--- src/rtl/clk_ratio_pkg.sv ---
package clk_ratio_pkg;
  localparam int ADDR_W = 2;

  typedef enum logic [ADDR_W-1:0] {
    SEL_DIV  = 2'd0,
    SEL_GATE = 2'd1,
    SEL_STAT = 2'd2,
    SEL_NONE = 2'd3
  } reg_sel_e;

  // status word positions of the two busy flags
  localparam int BUSY_BIT_A = 3;
  localparam int BUSY_BIT_B = 4;

  // bits needed for the largest ratio of a given field
  function automatic int ratio_bits(input int div_w, input bit ext);
    return ext ? div_w + 6 : div_w + 1;
  endfunction
endpackage

--- src/rtl/clk_ratio_decode.sv ---
module clk_ratio_decode #(
  parameter int DIV_W    = 5,
  parameter bit EXT_MODE = 1'b0,
  parameter int RATIO_W  = 6
) (
  input  logic [DIV_W-1:0]   code_i,
  output logic [RATIO_W-1:0] ratio_o
);
  localparam logic [RATIO_W-1:0] ZERO_RATIO = RATIO_W'(1) << DIV_W;
  localparam logic [RATIO_W-1:0] MIN_RATIO  = RATIO_W'(2);

  logic [RATIO_W-1:0] plain_ratio;

  always_comb begin
    if (code_i == '0)                    plain_ratio = ZERO_RATIO;
    else if (code_i == DIV_W'(1))        plain_ratio = MIN_RATIO;
    else                                 plain_ratio = RATIO_W'(code_i);
  end

  generate
    if (EXT_MODE) begin : g_scaled
      localparam logic [RATIO_W-1:0] TOP_RATIO = RATIO_W'(1) << (DIV_W + 5);
      logic               scale_flag;
      logic [DIV_W-2:0]   low_field;
      assign scale_flag = code_i[DIV_W-1];
      assign low_field  = code_i[DIV_W-2:0];
      always_comb begin
        if (!scale_flag)              ratio_o = plain_ratio;
        else if (low_field == '0)     ratio_o = TOP_RATIO;
        else                          ratio_o = RATIO_W'({low_field, 6'b000000});
      end
    end else begin : g_plain
      assign ratio_o = plain_ratio;
    end
  endgenerate
endmodule

--- src/rtl/clk_ratio_regs.sv ---
module clk_ratio_regs
  import clk_ratio_pkg::*;
#(
  parameter int DIV_W  = 5,
  parameter int DATA_W = 8
) (
  input  logic              clk_i,
  input  logic              rst_ni,
  input  logic              wr_en_i,
  input  logic [ADDR_W-1:0] wr_addr_i,
  input  logic [DATA_W-1:0] wr_data_i,
  input  logic [ADDR_W-1:0] rd_addr_i,
  output logic [DATA_W-1:0] rd_data_o,
  input  logic              upd_ack_i,
  output logic [DIV_W-1:0]  code_o,
  output logic              gate_o,
  output logic              pend_o
);
  logic [DIV_W-1:0] code_q;
  logic             gate_q;
  logic             pend_q;
  logic             wr_code, wr_gate;
  logic             unused_hi_bits;

  assign wr_code = wr_en_i && (wr_addr_i == SEL_DIV);
  assign wr_gate = wr_en_i && (wr_addr_i == SEL_GATE);
  assign unused_hi_bits = ^wr_data_i[DATA_W-1:DIV_W];

  always_ff @(posedge clk_i or negedge rst_ni) begin
    if (!rst_ni) begin
      code_q <= '0;
      gate_q <= 1'b0;
      pend_q <= 1'b0;
    end else begin
      if (wr_code) code_q <= wr_data_i[DIV_W-1:0];
      if (wr_gate) gate_q <= wr_data_i[0];
      // a fresh write outranks an acknowledge of the older value
      if (wr_code)        pend_q <= 1'b1;
      else if (upd_ack_i) pend_q <= 1'b0;
    end
  end

  always_comb begin
    rd_data_o = '0;
    case (rd_addr_i)
      SEL_DIV:  rd_data_o = DATA_W'(code_q);
      SEL_GATE: rd_data_o[0] = gate_q;
      SEL_STAT: begin
        rd_data_o[BUSY_BIT_A] = pend_q;
        rd_data_o[BUSY_BIT_B] = pend_q;
      end
      default:  rd_data_o = '0;
    endcase
  end

  assign code_o = code_q;
  assign gate_o = gate_q;
  assign pend_o = pend_q;

  assert_busy_set_R9: assert property (@(posedge clk_i) disable iff (!rst_ni)
    (wr_en_i && wr_addr_i == SEL_DIV) |=> pend_q);
  assert_busy_clear_R9: assert property (@(posedge clk_i) disable iff (!rst_ni)
    $fell(pend_q) |-> $past(upd_ack_i));
  assert_stat_write_ignored_R11: assert property (@(posedge clk_i) disable iff (!rst_ni)
    (wr_en_i && wr_addr_i == SEL_STAT) |=> ($stable(code_q) && $stable(gate_q)));
endmodule

--- src/rtl/clk_ratio_core.sv ---
module clk_ratio_core #(
  parameter int RATIO_W = 6,
  parameter logic [RATIO_W-1:0] RST_RATIO = 6'd32
) (
  input  logic               clk_i,
  input  logic               rst_ni,
  input  logic [RATIO_W-1:0] ratio_new_i,
  input  logic               upd_req_i,
  output logic               upd_ack_o,
  input  logic               gate_en_i,
  output logic               clk_o
);
  logic [RATIO_W-1:0] ratio_q, cnt_q;
  logic [RATIO_W-1:0] ratio_n, cnt_n;
  logic               wrap, phase_n, gate_q, out_q;

  assign wrap      = (cnt_q == ratio_q - RATIO_W'(1));
  assign upd_ack_o = wrap && upd_req_i;
  assign ratio_n   = upd_ack_o ? ratio_new_i : ratio_q;
  assign cnt_n     = wrap ? '0 : cnt_q + RATIO_W'(1);
  assign phase_n   = cnt_n < (ratio_n >> 1);

  always_ff @(posedge clk_i or negedge rst_ni) begin
    if (!rst_ni) begin
      ratio_q <= RST_RATIO;
      cnt_q   <= '0;
      gate_q  <= 1'b0;
      out_q   <= 1'b0;
    end else begin
      ratio_q <= ratio_n;
      cnt_q   <= cnt_n;
      // the gate follows its request only across a low phase
      if (!phase_n) gate_q <= gate_en_i;
      out_q   <= phase_n && gate_q;
    end
  end

  assign clk_o = out_q;

  assert_cnt_range_R2: assert property (@(posedge clk_i) disable iff (!rst_ni)
    cnt_q < ratio_q);
  assert_ratio_floor_R4: assert property (@(posedge clk_i) disable iff (!rst_ni)
    ratio_q >= RATIO_W'(2));
  assert_switch_at_end_R10: assert property (@(posedge clk_i) disable iff (!rst_ni)
    !$stable(ratio_q) |-> ($past(wrap) && cnt_q == '0));
  assert_gate_while_low_R8: assert property (@(posedge clk_i) disable iff (!rst_ni)
    !$stable(gate_q) |-> !out_q);
endmodule

--- src/rtl/clk_ratio_gate.sv ---
module clk_ratio_gate
  import clk_ratio_pkg::*;
#(
  parameter int DIV_W    = 5,
  parameter bit EXT_MODE = 1'b0,
  parameter int DATA_W   = 8
) (
  input  logic              clk_i,
  input  logic              rst_ni,
  input  logic              wr_en_i,
  input  logic [1:0]        wr_addr_i,
  input  logic [DATA_W-1:0] wr_data_i,
  input  logic [1:0]        rd_addr_i,
  output logic [DATA_W-1:0] rd_data_o,
  output logic              clk_o
);
  localparam int RATIO_W = ratio_bits(DIV_W, EXT_MODE);
  localparam logic [RATIO_W-1:0] RST_RATIO = RATIO_W'(1) << DIV_W;

  logic [DIV_W-1:0]   code;
  logic [RATIO_W-1:0] ratio_new;
  logic               gate_en, pend, upd_ack;

  clk_ratio_regs #(.DIV_W(DIV_W), .DATA_W(DATA_W)) u_regs (
    .clk_i     (clk_i),
    .rst_ni    (rst_ni),
    .wr_en_i   (wr_en_i),
    .wr_addr_i (wr_addr_i),
    .wr_data_i (wr_data_i),
    .rd_addr_i (rd_addr_i),
    .rd_data_o (rd_data_o),
    .upd_ack_i (upd_ack),
    .code_o    (code),
    .gate_o    (gate_en),
    .pend_o    (pend)
  );

  clk_ratio_decode #(.DIV_W(DIV_W), .EXT_MODE(EXT_MODE), .RATIO_W(RATIO_W)) u_decode (
    .code_i  (code),
    .ratio_o (ratio_new)
  );

  clk_ratio_core #(.RATIO_W(RATIO_W), .RST_RATIO(RST_RATIO)) u_core (
    .clk_i       (clk_i),
    .rst_ni      (rst_ni),
    .ratio_new_i (ratio_new),
    .upd_req_i   (pend),
    .upd_ack_o   (upd_ack),
    .gate_en_i   (gate_en),
    .clk_o       (clk_o)
  );
endmodule

--- config.mk ---
export PLATFORM = sky130hd
export DESIGN_NAME = clk_ratio_gate
export DESIGN_NICKNAME = d
export VERILOG_FILES = /design/src/rtl/clk_ratio_pkg.sv /design/src/rtl/clk_ratio_decode.sv /design/src/rtl/clk_ratio_regs.sv /design/src/rtl/clk_ratio_core.sv /design/src/rtl/clk_ratio_gate.sv
export SDC_FILE = /design/constraint.sdc
export NUM_CORES = 1
export LEC_CHECK = 0
export ABC_CLOCK_PERIOD_IN_PS = 4600
export BUFFER_PORTS_ARGS = -buffer_cell sky130_fd_sc_hd__buf_2
export CORE_ASPECT_RATIO = 1.5
export CORE_MARGIN = 10
export CORE_UTILIZATION = 50
export DETAILED_ROUTE_END_ITERATION = 10
export PLACE_DENSITY = 0.72
export REMOVE_ABC_BUFFERS = 1
export SLEW_MARGIN = 30
export SYNTH_ARGS = -nofsm -noshare
export SYNTH_HDL_FRONTEND = slang
export SYNTH_SLANG_ARGS = --single-unit
--- constraint.sdc ---
create_clock -name clk_i -period 4.6 [get_ports clk_i]
set_clock_uncertainty 0.05 [all_clocks]
set_input_delay 0.23 -clock clk_i [delete_from_list [all_inputs] [get_ports clk_i]]
set_output_delay 0.23 -clock clk_i [all_outputs]
set_load 0.01 [all_outputs]
==> summary.json, run 1 <==
{
  "sta": {
    "postLayoutSetupSlackWorst_ns": 0.723,
    "hold_slack_ns": 0.0683,
    "timing_hold_violations_final": 0,
    "final-max-slew-violation-count": 0,
    "fin_tns_setup_ns": 0,
    "timing.final.crit_share_pct": 84.3,
    "clock.fmax_mhz": 258,
    "period_minus_slack_ns": 3.88,
    "setup_viol": 0,
    "rsz0062_at_grt": "false"
  },
  "synthesis": {
    "syn_area_um2": 1300,
    "yosys.area.top_type_share_pct": 38.6,
    "synthesis.yosys.warnings": 0,
    "synthAdderAreaFrac_pct": 5.79,
    "synthMuxAreaShare_pct": 12.4,
    "synth_edf_count": 0,
    "synthXorXnorAreaFrac_pct": 6.08,
    "seq_area_frac_synth_pct": 40.6,
    "synth.area.top_cells": "dfrtp_1 39%, mux2_2 7.8%, ha_1 5.8%",
    "synth_common_cells": "20 x dfrtp_1, 12 x nor2_1, 9 x mux2_2, 7 x nand2_1",
    "synth.most_common_cell": "dfrtp_1",
    "synth_top_family_by_area": "simple AND/OR/NAND/NOR gates",
    "mean_syn_cell_area_um2": 9.98,
    "synth.ff_latch_count": 21,
    "yosys.cell_types.count": 40,
    "synth_top_area_cell": "dfrtp_1",
    "async_flop_share_pct": 100,
    "synth_compound_gate_area_share_pct": 12.3,
    "post_synth_inst_count": 130,
    "synthSimpleGateAreaFrac_pct": 18.7,
    "yosys_most_used_dff": "dfrtp_1"
  },
  "global_routing": {
    "grt_start_max_net_pins": 22,
    "grt.total_usage_pct": 12.1,
    "grt_first_pass_wirelength_um": 4750,
    "antenna_found_initial": 0,
    "globalRouteOverflowTotal": 0,
    "number_of_global_route_vias_before_repair": 1082
  },
  "pwr": {
    "pwr_density_nw_per_um2": 241,
    "vdd.ir_drop.worst_v": 0.000212,
    "p_leak_nw": 0.645,
    "power.combinational.fraction_pct": 13.2,
    "switchingPower_mw": 0.0918,
    "power.clock.fraction_pct": 26.1,
    "power.sequential.fraction_pct": 60.7,
    "swShare_pct": 26.7,
    "cellInternalPower_mw": 0.253
  },
  "setup_path": {
    "reg2reg_setup_slack_ns": 0.72,
    "cp_data_arrival_time_ns": 4.00,
    "crit_path_frequent_cell": "ha_1",
    "timing.rr.end": "u_core.gate_q$_DFFE_PN0P_",
    "crit-reg2reg-launch": "u_core.ratio_q[0]$_DFFE_PN0N_",
    "crit_type": "flip-flop to flip-flop",
    "data_required_time_of_the_worst_path_ns": 4.72,
    "r2r.worst_path.cells": 13,
    "timing.critical_path.cells": "inv_1 -> ha_1 -> xor2_1 -> nand2_1 -> nor3_1 -> nand3_1 -> mux2i_1 -> ha_1 -> o2111a_1 -> a221o_1 -> o31a_1 -> o22ai_1 -> o311ai_0",
    "crit_path_start": "u_core.ratio_q[0]$_DFFE_PN0N_",
    "timing.critical_path.from_type": "flip-flop",
    "worst_path_max_delay_cell": "nand3_1",
    "endpoint_kind": "flip-flop",
    "critical_path.max_stage_delay_ns": 0.47,
    "worstSetupEndpoint": "u_core.gate_q$_DFFE_PN0P_",
    "worst-path-max-fanout": 9
  },
  "clock_network": {
    "number_of_clock_sinks": 21,
    "cts_buffers": 3,
    "cts_hold_buf": 1,
    "worst_skew_pair.late_latency_ns": 0.31,
    "clkSlewWorstSetupHoldPaths_ns": 0.11,
    "cts.repair.resized": 0,
    "clock_path_buffers": 2,
    "htree_levels": 1,
    "clock_tree_from_tritoncts": "yes",
    "ctsRootBufferMaster": "clkbuf_4",
    "postCtsSetupRepairBufs": 0
  },
  "placed_design": {
    "gp_congestion": 0.825,
    "dp_worst_setup_slack_ns": 0.765,
    "dp_hpwl_um": 2240,
    "place.port_buffers": 17,
    "placed_cells_incl_taps": 168
  },
  "floorplanning": {
    "num_io_pins": 24,
    "die_h_um": 82.4,
    "floorplan.initialDensity_pct": 52.4,
    "core_area_um2": 2480,
    "fp.dieArea_um2": 5070,
    "horizontal_die_dimension_um": 61.6,
    "rows": 22
  },
  "drt": {
    "routed_via_count": 1034,
    "ant_nets": 0,
    "route.detailed.drc": 0,
    "drt_first_pass_iters": 4,
    "drt_wl_total_um": 2860,
    "post_drt_wl_per_cell_um": 16.6,
    "viasPerCell": 5.98,
    "detail_route.iter0.violations": 15
  },
  "finish": {
    "fillerInstances": 222,
    "areaGrowthSynthToFinish_pct": 10.3,
    "finished_layout_cells": 173,
    "drive_above_1_share_pct": 21.5,
    "antennaDiodeCount": 0,
    "final_nets": 171,
    "final_core_utilization_pct": 57.8
  },
  "min_path": {
    "hold_class": "input pin to flip-flop"
  },
  "run": {
    "drv.max_cap_violation_count": 0
  },
  "outcome": {
    "run_status": "complete, no violations"
  }
}
==> layer usage <==
metal  track usage, %  wire length, µm  vias up
li1                 -                -      505
met1             13.6             1220      493
met2             21.5             1500       29
met3             1.83               77        7
met4             5.38               71        0
met5                0                0        -
==> critical path, delay by kind of cell, from the launching register on <==
kind	cells	cell delay, ns
xor+xnor	1	0.16
buf+inv	1	0.09
flops	1	0.43
compound gates	5	1.11
simple gates	3	0.98
fa+ha+maj	2	0.58
mux	1	0.32
==> power groups by stage <==
stage          logic, mW  registers [mW]  clock network (mW)
2_1_floorplan     0.0277           0.208                   0
3_3_place_gp      0.0430           0.213                   0
3_5_place_dp      0.0447           0.213                   0
4_1_cts           0.0454           0.210              0.0915
5_1_grt           0.0515           0.212              0.0976
6_report          0.0454           0.209              0.0900
==> metrics by stage <==
step	cell area [µm²]	power [mW]
floorplan	1270	0.235
global placement	1390	0.256
detailed placement	1390	0.258
CTS	1430	0.347
global route	1430	0.361
finish	1430	0.345
==> worst min path at each step <==
| stage | from | endpoint | depth (start not counted) |
|---|---|---|---|
| CTS | wr_data_i[1] | u_regs.code_o[1]$_DFFE_PN0P_ | 3 |
| global placement | rst_ni | u_regs.code_o[0]$_DFFE_PN0P_ | 1 |
| finish | wr_data_i[1] | u_regs.code_o[1]$_DFFE_PN0P_ | 3 |
| global route | wr_data_i[3] | u_regs.code_o[3]$_DFFE_PN0P_ | 2 |
| detailed placement | rst_ni | u_core.gate_q$_DFFE_PN0P_ | 1 |
| floorplan | rst_ni | u_core.clk_o$_DFF_PN0_ | 0 |
==> cells in the final DEF (no fill, tap or decap), types with 2 or more instances in the layout <==
cell type and count:
dfrtp_1 20, buf_2 17, nor2_1 12, mux2_2 9
nand2_1 7, nor3_1 6, mux2i_1 6, ha_1 6
inv_1 5, xor2_1 5, a21oi_1 5, xnor2_1 4
nand3b_1 4, nand3_1 4, or3_1 3, conb_1 3
clkbuf_4 3, o22ai_1 2, a21o_1 2, a221o_1 2
o21ai_0 2
==> cells by family (layout without fill, tap and decap cells) <==
family                   Yosys count  count (layout)
AND/OR/NAND/NOR                   46              46
AO/OA/AOI/OAI                     22              22
flip-flops                        21              21
multiplexers                      15              15
buffers and inverters             10              27
XOR/XNOR                           9               9
adder cells (fa/ha/maj)            6               6
other                              1               3
==> state kept, by name, summed over array words and instances, names as in the netlist <==
register and flops:
u_core.clk_o 1, u_regs.gate_o 1, u_core.cnt_q 6, u_regs.code_o 5, u_regs.pend_o 1, u_core.gate_q 1, u_core.ratio_q 6
==> layout make-up <==
class | count | area (µm²) | share of cell area, %
Sequential cell | 21 | 527 | 36.8
Multi-Input combinational cell | 101 | 734 | 51.3
Inverter | 5 | 18.8 | 1.31
Tap cell | 24 | 30.0 | 2.10
Clock buffer | 4 | 26.3 | 1.84
Timing Repair Buffer | 18 | 95.1 | 6.64
(Power assumes the default switching activity.)
==> inputs of run 2 (changes only) <==
--- a/config.mk
+++ b/config.mk
@@ -5,13 +5,13 @@
 export SDC_FILE = /design/constraint.sdc
 export NUM_CORES = 1
 export LEC_CHECK = 0
-export ABC_CLOCK_PERIOD_IN_PS = 4600
+export ABC_CLOCK_PERIOD_IN_PS = 3400
 export BUFFER_PORTS_ARGS = -buffer_cell sky130_fd_sc_hd__buf_2
 export CORE_ASPECT_RATIO = 1.5
 export CORE_MARGIN = 10
-export CORE_UTILIZATION = 50
+export CORE_UTILIZATION = 49
 export DETAILED_ROUTE_END_ITERATION = 10
-export PLACE_DENSITY = 0.72
+export PLACE_DENSITY = 0.74
 export REMOVE_ABC_BUFFERS = 1
 export SLEW_MARGIN = 30
 export SYNTH_ARGS = -nofsm -noshare
==> constraint.sdc (replaced) <==
create_clock -name clk_i -period 3.4 [get_ports clk_i]
set_clock_uncertainty 0.05 [all_clocks]
set_input_delay 0.17 -clock clk_i [delete_from_list [all_inputs] [get_ports clk_i]]
set_output_delay 0.17 -clock clk_i [all_outputs]
set_load 0.01 [all_outputs]
==> summary.json, run 2 (same netlist as run 1, synthesis figures left out) <==
{
  "pwr": {
    "power.sequential.fraction": {"value": 60.9, "unit": "%", "change": "was 60.7%"},
    "switchingPower": {"value": 0.124, "unit": "mW", "change": "was 0.0918 mW"},
    "power.combinational.fraction": {"value": 13.6, "unit": "%", "change": "was 13.2%"},
    "vdd.ir_drop.worst": {"value": 0.000275, "unit": "V", "change": "was 0.000212 V"},
    "power.clock.fraction": {"value": 25.5, "unit": "%", "change": "was 26.1%"},
    "p_leak": {"value": 0.690, "unit": "nW", "change": "was 0.645 nW"},
    "pwr_density": {"value": 300, "unit": "nW/µm²", "change": "was 241 nW/µm²"},
    "swShare": {"value": 26.5, "unit": "%", "change": "was 26.7%"},
    "cellInternalPower": {"value": 0.343, "unit": "mW", "change": "was 0.253 mW"}
  },
  "drt": {
    "drt_wl_total": {"value": 3070, "unit": "µm", "change": "was 2860 µm"},
    "viasPerCell": {"value": 5.73, "change": "was 5.98"},
    "detail_route.iter0.violations": {"value": 59, "change": "was 15"},
    "post_drt_wl_per_cell": {"value": 15.8, "unit": "µm", "change": "was 16.6 µm"},
    "drt_first_pass_iters": {"value": 4, "change": "unchanged"},
    "routed_via_count": {"value": 1111, "change": "was 1034"},
    "ant_nets": {"value": 0, "change": "unchanged"},
    "route.detailed.drc": {"value": 0, "change": "unchanged"}
  },
  "sta": {
    "setup_viol": {"value": 0, "change": "unchanged"},
    "timing.slew.headroom_pct": 40.4,
    "actual_transition_at_the_worst_max_transition_pin_ns": 0.892,
    "period_minus_slack": {"value": 3.29, "unit": "ns", "change": "was 3.88 ns"},
    "timing.final.crit_share": {"value": 96.7, "unit": "%", "change": "was 84.3%"},
    "fin_tns_setup": {"value": 0, "unit": "ns", "change": "unchanged"},
    "final-max-slew-violation-count": {"value": 0, "change": "unchanged"},
    "timing_hold_violations_final": {"value": 0, "change": "unchanged"},
    "clock.fmax": {"value": 304, "unit": "MHz", "change": "was 258 MHz"},
    "postLayoutSetupSlackWorst": {"value": 0.112, "unit": "ns", "change": "was 0.723 ns"}
  },
  "floorplanning": {
    "fp.dieArea": {"value": 5150, "unit": "µm²", "change": "was 5070 µm²"},
    "die_h": {"value": 83.0, "unit": "µm", "change": "was 82.4 µm"},
    "num_io_pins": {"value": 24, "change": "unchanged"},
    "horizontal_die_dimension": {"value": 62.0, "unit": "µm", "change": "was 61.6 µm"},
    "floorplan.initialDensity": {"value": 51.8, "unit": "%", "change": "was 52.4%"},
    "core_area": {"value": 2500, "unit": "µm²", "change": "was 2480 µm²"},
    "rows": {"value": 22, "change": "unchanged"}
  },
  "placed_design": {
    "dp_hpwl": {"value": 2380, "unit": "µm", "change": "was 2240 µm"},
    "placed_cells_incl_taps": {"value": 188, "change": "was 168"},
    "gp_congestion": {"value": 0.894, "change": "was 0.825"},
    "place.port_buffers": {"value": 17, "change": "unchanged"},
    "dp_worst_setup_slack": {"value": 0.0399, "unit": "ns", "change": "was 0.765 ns"}
  },
  "finish": {
    "layout.cells.most_common_list": {"value": "20 x dfrtp_1, 17 x buf_2, 11 x nor2_1", "change": "was 20 x dfrtp_1, 17 x buf_2, 12 x nor2_1"},
    "final_nets": {"value": 180, "change": "was 171"},
    "areaGrowthSynthToFinish": {"value": 20.1, "unit": "%", "change": "was 10.3%"},
    "mostFrequentLayoutCell": {"value": "dfrtp_1", "change": "unchanged"},
    "fillerInstances": {"value": 214, "change": "was 222"},
    "finished_layout_cells": {"value": 194, "change": "was 173"},
    "final_core_utilization": {"value": 62.2, "unit": "%", "change": "was 57.8%"},
    "drive_above_1_share": {"value": 31.6, "unit": "%", "change": "was 21.5%"},
    "antennaDiodeCount": {"value": 0, "change": "unchanged"}
  },
  "clock_network": {
    "cts_buffers": {"value": 3, "change": "unchanged"},
    "clock_path_buffers": {"value": 2, "change": "unchanged"},
    "clock_tree_from_tritoncts": {"value": "yes", "change": "unchanged"},
    "htree_levels": {"value": 1, "change": "unchanged"},
    "number_of_clock_sinks": {"value": 21, "change": "unchanged"},
    "clkSlewWorstSetupHoldPaths": {"value": 0.11, "unit": "ns", "change": "about the same"},
    "worst_skew_pair.late_latency": {"value": 0.31, "unit": "ns", "change": "about the same"},
    "ctsRootBufferMaster": {"value": "clkbuf_4", "change": "unchanged"}
  },
  "run": {
    "drv.max_cap_violation_count": {"value": 0, "change": "unchanged"}
  },
  "setup_path": {
    "timing.critical_path.from_type": {"value": "flip-flop", "change": "unchanged"},
    "endpoint_kind": {"value": "flip-flop", "change": "unchanged"},
    "cp_data_arrival_time": {"value": 3.45, "unit": "ns", "change": "was 4.00 ns"},
    "crit_type": {"value": "flip-flop to flip-flop", "change": "unchanged"},
    "worst-path-max-fanout": {"value": 5, "change": "was 9"},
    "data_required_time_of_the_worst_path": {"value": 3.56, "unit": "ns", "change": "was 4.72 ns"}
  },
  "global_routing": {
    "grt_start_max_net_pins": {"value": 22, "change": "unchanged"},
    "grt.total_usage": {"value": 12.4, "unit": "%", "change": "was 12.1%"},
    "number_of_global_route_vias_before_repair": {"value": 1150, "change": "was 1082"},
    "globalRouteOverflowTotal": {"value": 0, "change": "unchanged"},
    "grt_first_pass_wirelength": {"value": 5070, "unit": "µm", "change": "was 4750 µm"},
    "antenna_found_initial": {"value": 0, "change": "unchanged"}
  },
  "outcome": {
    "run_status": {"value": "complete, no violations", "change": "unchanged"}
  },
  "min_path": {
    "hold_class": {"value": "input pin to flip-flop", "change": "unchanged"}
  }
}
==> run 2: area by class of cell <==
cell class,count,area (µm²),share of cell area [%]
multi-input cells,101,778,50.0
flip-flops and latches,21,527,33.8
repair buffers,27,163,10.4
well taps,36,45.0,2.89
clock buffers,4,26.3,1.69
inverters,5,18.8,1.20
==> run 2: per-layer routing <==
layer  routed length [µm]  track usage, %
met2                 1660            20.8
met3                  141            2.59
met4                   70            5.28
met1                 1190            14.2
met5                    0               0
==> run 2: worst paths after layout <==
path | from | end | slack [ns] | depth (start not counted)
max | u_core.ratio_q[0]$_DFFE_PN0N_ | u_core.gate_q$_DFFE_PN0P_ | 0.11 | 14
min | wr_data_i[1] | u_regs.code_o[1]$_DFFE_PN0P_ | 0.01 | 3
max reg2reg | u_core.ratio_q[0]$_DFFE_PN0N_ | u_core.gate_q$_DFFE_PN0P_ | 0.11 | 14
min reg2reg | u_core.cnt_q[0]$_DFF_PN0_ | u_core.cnt_q[0]$_DFF_PN0_ | 0.50 | 1
max in group asynchronous | rst_ni | u_core.ratio_q[5]$_DFF_PN1_ | 2.67 | 2
min in group asynchronous | rst_ni | u_core.clk_o$_DFF_PN0_ | 0.28 | 2
==> run 2: per-stage QoR <==
step | area [µm²] | hold slack, ns | total power, mW
after global placement | 1470 | 0.0876 | 0.346
after global routing | 1560 | 0.0313 | 0.490
after detailed placement | 1470 | 0.102 | 0.349
after floorplan | 1270 | -0.176 | 0.318
after CTS | 1500 | 0.00929 | 0.468
final | 1560 | 0.0101 | 0.467
==> run 2: what timing repair did <==
item	CTS	global route
setup buffers	0	1
hold endpoints to repair	20	0
hold buffers	1	0
endpoints found under the setup margin	0	2
gates resized for setup	0	13
==> run 2: power by group through the flow <==
stage / registers [mW] / clock network (mW) / logic, mW
6_report: 0.284 / 0.119 / 0.0635
5_1_grt: 0.287 / 0.131 / 0.0716
4_1_cts: 0.284 / 0.122 / 0.0620
3_5_place_dp: 0.289 / 0 / 0.0607
3_3_place_gp: 0.288 / 0 / 0.0580
2_1_floorplan: 0.281 / 0 / 0.0374
==> run 2: worst max-delay path, cell delays in order (launching register included) <==
cell and delay (ns):
dfrtp_1 0.36, inv_1 0.06, ha_2 0.21, or3_1 0.36
nand3_1 0.10, o22a_1 0.21, nand3_2 0.18, mux2i_2 0.21
ha_1 0.33, a21o_1 0.19, a221o_1 0.37, buf_4 0.15
nor4_2 0.19, o22ai_2 0.10, o311ai_1 0.11
==> inputs of run 3 (changes only) <==
--- a/config.mk
+++ b/config.mk
@@ -5,6 +5,7 @@
 export SDC_FILE = /design/constraint.sdc
 export NUM_CORES = 1
 export LEC_CHECK = 0
+export ABC_AREA = 1
 export ABC_CLOCK_PERIOD_IN_PS = 3400
 export BUFFER_PORTS_ARGS = -buffer_cell sky130_fd_sc_hd__buf_2
 export CORE_ASPECT_RATIO = 1.5
==> summary.json, run 3 <==
{
  "sta": {
    "final-max-slew-violation-count": {"value": 0, "change": "unchanged"},
    "timing_hold_violations_final": {"value": 0, "change": "unchanged"},
    "hold_slack": {"value": 0.0579, "unit": "ns", "change": "was 0.0101 ns"},
    "clock.fmax": {"value": 374, "unit": "MHz", "change": "was 304 MHz"},
    "postLayoutSetupSlackWorst": {"value": 0.728, "unit": "ns", "change": "was 0.112 ns"},
    "fin_tns_setup": {"value": 0, "unit": "ns", "change": "unchanged"},
    "timing.final.crit_share": {"value": 78.6, "unit": "%", "change": "was 96.7%"},
    "rsz0062_at_grt": "false",
    "period_minus_slack": {"value": 2.67, "unit": "ns", "change": "was 3.29 ns"},
    "setup_viol": {"value": 0, "change": "unchanged"}
  },
  "min_path": {
    "hold_class": {"value": "input pin to flip-flop", "change": "unchanged"},
    "min-delay-start": {"value": "wr_data_i[1]", "change": "unchanged"},
    "whs_path_cells": {"value": 3, "change": "unchanged"},
    "worstHoldEndpoint": {"value": "u_regs.code_o[1]$_DFFE_PN0P_", "change": "unchanged"}
  },
  "setup_path": {
    "endpoint_kind": {"value": "flip-flop", "change": "unchanged"},
    "r2r.worst_path.cells": {"value": 20, "change": "was 14"},
    "crit_type": {"value": "flip-flop to flip-flop", "change": "unchanged"},
    "worst-path-max-fanout": {"value": 10, "change": "was 5"},
    "crit-reg2reg-launch": {"value": "u_core.ratio_q[0]$_DFFE_PN0N_", "change": "unchanged"},
    "cp_data_arrival_time": {"value": 2.83, "unit": "ns", "change": "was 3.45 ns"},
    "timing.critical_path.from_type": {"value": "flip-flop", "change": "unchanged"},
    "reg2reg_setup_slack": {"value": 0.73, "unit": "ns", "change": "was 0.11 ns"},
    "timing.rr.end": {"value": "u_core.gate_q$_DFFE_PN0P_", "change": "unchanged"},
    "data_required_time_of_the_worst_path": {"value": 3.56, "unit": "ns", "change": "about the same"}
  },
  "clock_network": {
    "htree_levels": {"value": 1, "change": "unchanged"},
    "clock_path_buffers": {"value": 2, "change": "unchanged"},
    "clkSlewWorstSetupHoldPaths": {"value": 0.11, "unit": "ns", "change": "about the same"},
    "cts_buffers": {"value": 3, "change": "unchanged"},
    "number_of_clock_sinks": {"value": 21, "change": "unchanged"},
    "clock_tree_from_tritoncts": {"value": "yes", "change": "unchanged"},
    "ctsRootBufferMaster": {"value": "clkbuf_4", "change": "unchanged"},
    "worst_skew_pair.late_latency": {"value": 0.30, "unit": "ns", "change": "was 0.31 ns"}
  },
  "global_routing": {
    "grt_first_pass_wirelength": {"value": 4590, "unit": "µm", "change": "was 5070 µm"},
    "globalRouteOverflowTotal": {"value": 0, "change": "unchanged"},
    "gr-usage-met1": {"value": 11.4, "unit": "%", "change": "was 14.2%"},
    "grt.total_usage": {"value": 11.0, "unit": "%", "change": "was 12.4%"},
    "gr_util_met2": {"value": 20.0, "unit": "%", "change": "was 20.8%"},
    "number_of_global_route_vias_before_repair": {"value": 1161, "change": "was 1150"},
    "grt_start_max_net_pins": {"value": 22, "change": "unchanged"},
    "grt_util_met3": {"value": 2.44, "unit": "%", "change": "was 2.59%"},
    "antenna_found_initial": {"value": 0, "change": "unchanged"},
    "globalRoute.busiestLayer": {"value": "met2", "change": "unchanged"}
  },
  "floorplanning": {
    "horizontal_die_dimension": {"value": 62.0, "unit": "µm", "change": "about the same"},
    "num_io_pins": {"value": 24, "change": "unchanged"},
    "die_h": {"value": 82.9, "unit": "µm", "change": "was 83.0 µm"},
    "fp.dieArea": {"value": 5140, "unit": "µm²", "change": "was 5150 µm²"},
    "core_area": {"value": 2480, "unit": "µm²", "change": "was 2500 µm²"},
    "floorplan.initialDensity": {"value": 52.2, "unit": "%", "change": "was 51.8%"},
    "rows": {"value": 22, "change": "unchanged"}
  },
  "finish": {
    "final_core_utilization": {"value": 57.6, "unit": "%", "change": "was 62.2%"},
    "drive_above_1_share": {"value": 19.3, "unit": "%", "change": "was 31.6%"},
    "layout.cells.most_common_list": {"value": "39 x nand2_1, 31 x inv_1, 20 x dfrtp_1", "change": "was 20 x dfrtp_1, 17 x buf_2, 11 x nor2_1"},
    "finished_layout_cells": {"value": 216, "change": "was 194"},
    "areaGrowthSynthToFinish": {"value": 10.3, "unit": "%", "change": "was 20.1%"},
    "antennaDiodeCount": {"value": 0, "change": "unchanged"},
    "mostFrequentLayoutCell": {"value": "nand2_1", "change": "was dfrtp_1"},
    "final_nets": {"value": 214, "change": "was 180"},
    "fillerInstances": {"value": 237, "change": "was 214"},
    "final_design_area_no_fill": {"value": 1430, "unit": "µm²", "change": "was 1560 µm²"}
  },
  "synthesis": {
    "syn_area": {"value": 1290, "unit": "µm²", "change": "was 1300 µm²"},
    "synthesis.yosys.warnings": {"value": 0, "change": "unchanged"},
    "yosys.cell_types.count": {"value": 28, "change": "was 40"},
    "synth_edf_count": {"value": 0, "change": "unchanged"},
    "async_flop_share": {"value": 100, "unit": "%", "change": "unchanged"},
    "synth_common_cells": {"value": "39 x nand2_1, 31 x inv_1, 20 x dfrtp_1, 14 x nor2_1, 12 x nand3_1", "change": "was 20 x dfrtp_1, 12 x nor2_1, 9 x mux2_2, 7 x nand2_1"},
    "synth.area.top_cells": {"value": "dfrtp_1 39%, nand2_1 11%, inv_1 9.0%", "change": "was dfrtp_1 39%, mux2_2 7.8%, ha_1 5.8%"},
    "post_synth_inst_count": {"value": 172, "change": "was 130"},
    "synth.ff_latch_count": {"value": 21, "change": "unchanged"},
    "yosys_most_used_dff": {"value": "dfrtp_1", "change": "unchanged"},
    "synth.most_common_cell": {"value": "nand2_1", "change": "was dfrtp_1"},
    "yosys.area.top_type_share": {"value": 38.7, "unit": "%", "change": "was 38.6%"},
    "synth_top_area_cell": {"value": "dfrtp_1", "change": "unchanged"},
    "seq_area_frac_synth": {"value": 40.7, "unit": "%", "change": "was 40.6%"},
    "mean_syn_cell_area": {"value": 7.52, "unit": "µm²", "change": "was 9.98 µm²"}
  },
  "placed_design": {
    "gp_congestion": {"value": 0.809, "change": "was 0.894"},
    "placed_area": {"value": 1390, "unit": "µm²", "change": "was 1470 µm²"},
    "placed_cells_incl_taps": {"value": 211, "change": "was 188"},
    "dp_worst_setup_slack": {"value": 0.734, "unit": "ns", "change": "was 0.0399 ns"},
    "place.port_buffers": {"value": 17, "change": "unchanged"},
    "dp_hpwl": {"value": 2090, "unit": "µm", "change": "was 2380 µm"}
  },
  "drt": {
    "drt_wl_total": {"value": 2480, "unit": "µm", "change": "was 3070 µm"},
    "detail_route.iter0.violations": {"value": 24, "change": "was 59"},
    "viasPerCell": {"value": 4.97, "change": "was 5.73"},
    "post_drt_wl_per_cell": {"value": 11.5, "unit": "µm", "change": "was 15.8 µm"},
    "drt_first_pass_iters": {"value": 4, "change": "unchanged"},
    "routed_via_count": {"value": 1074, "change": "was 1111"},
    "route.detailed.drc": {"value": 0, "change": "unchanged"},
    "ant_nets": {"value": 0, "change": "unchanged"}
  },
  "pwr": {
    "design_power_total": {"value": 0.440, "unit": "mW", "change": "was 0.467 mW"},
    "pwr_density": {"value": 308, "unit": "nW/µm²", "change": "was 300 nW/µm²"},
    "p_leak": {"value": 0.825, "unit": "nW", "change": "was 0.690 nW"},
    "vdd.ir_drop.worst": {"value": 0.000259, "unit": "V", "change": "was 0.000275 V"}
  },
  "outcome": {
    "run_status": {"value": "complete, no violations", "change": "unchanged"}
  },
  "run": {
    "drv.max_cap_violation_count": {"value": 0, "change": "unchanged"}
  }
}
[run 3: changes by cell type in the layout (fill, tap and decap cells not counted), moves of 4 or more]
cell and delta:
buf_4 -9, nand2_1 +32, nand2_2 +4, nor3_1 -4
inv_1 +26, o21ai_0 +10, mux2_2 -9, mux2i_1 -5
nand3_1 +9
[run 3: report_power, final]
| group | internal [mW] | switching, mW | leakage [nW] |
|---|---|---|---|
| logic | 0.0184 | 0.0323 | 0.557 |
| registers | 0.263 | 0.00718 | 0.253 |
| clock network | 0.0458 | 0.0733 | 0.0150 |
| total | 0.327 | 0.113 | 0.825 |
[run 3: worst max-delay path by stage]
stage	from	end	slack, ns	cells after the start
2_1_floorplan	u_core.ratio_q[0]$_DFFE_PN0N_	u_core.gate_q$_DFFE_PN0P_	1.02	19
5_1_grt	u_core.ratio_q[0]$_DFFE_PN0N_	u_core.gate_q$_DFFE_PN0P_	0.37	19
4_1_cts	u_core.ratio_q[0]$_DFFE_PN0N_	u_core.gate_q$_DFFE_PN0P_	0.70	20
3_3_place_gp	u_core.ratio_q[0]$_DFFE_PN0N_	u_core.gate_q$_DFFE_PN0P_	0.74	20
6_report	u_core.ratio_q[0]$_DFFE_PN0N_	u_core.gate_q$_DFFE_PN0P_	0.73	20
3_5_place_dp	u_core.ratio_q[0]$_DFFE_PN0N_	u_core.gate_q$_DFFE_PN0P_	0.73	20
[run 3: layer usage]
metal / vias to the layer above / routed length (µm) / share of wire [%]
li1: 562 / - / -
met1: 484 / 990 / 40
met2: 23 / 1350 / 54
met3: 5 / 98 / 4.0
met4: 0 / 42 / 1.7
met5: - / 0 / 0
[run 3: cell families (layout without fill, tap and decap cells)]
kind of cell,after synthesis,count (layout),synth area share (%)
xor+xnor,5,5,3.97
simple gates,84,84,30.6
buf+inv,38,56,11.9
other cells,1,3,0.290
flops,21,21,40.7
compound gates,17,17,6.77
fa+ha+maj,6,6,5.80
[run 3: what timing repair did]
item                                   CTS  global route
setup buffers                            0             0
endpoints found under the hold margin   20             0
resized for setup                        0             0
hold buffers                             1             0
[run 3: worst max-delay path, stage by stage (launching register included)]
cell	delay [ns]
dfrtp_1	0.40
inv_2	0.10
ha_1	0.25
nand2_1	0.06
inv_1	0.03
nor2_1	0.07
nand2_1	0.05
nor2_1	0.12
nand2_1	0.10
nor2_4	0.11
nand3_1	0.10
clkinv_1	0.16
o21ai_0	0.10
o21ai_0	0.13
ha_1	0.30
inv_1	0.09
o211ai_1	0.10
inv_1	0.09
nand2_1	0.06
nand2_1	0.05
nand2_1	0.04
[run 3: area by class of cell]
type | count | area (µm²) | share of cell area, %
flip-flops and latches | 21 | 527 | 36.9
clock buffers | 4 | 26.3 | 1.84
multi-input cells | 115 | 621 | 43.5
well taps | 24 | 30.0 | 2.11
inverters | 34 | 128 | 8.95
repair buffers | 18 | 95.1 | 6.67
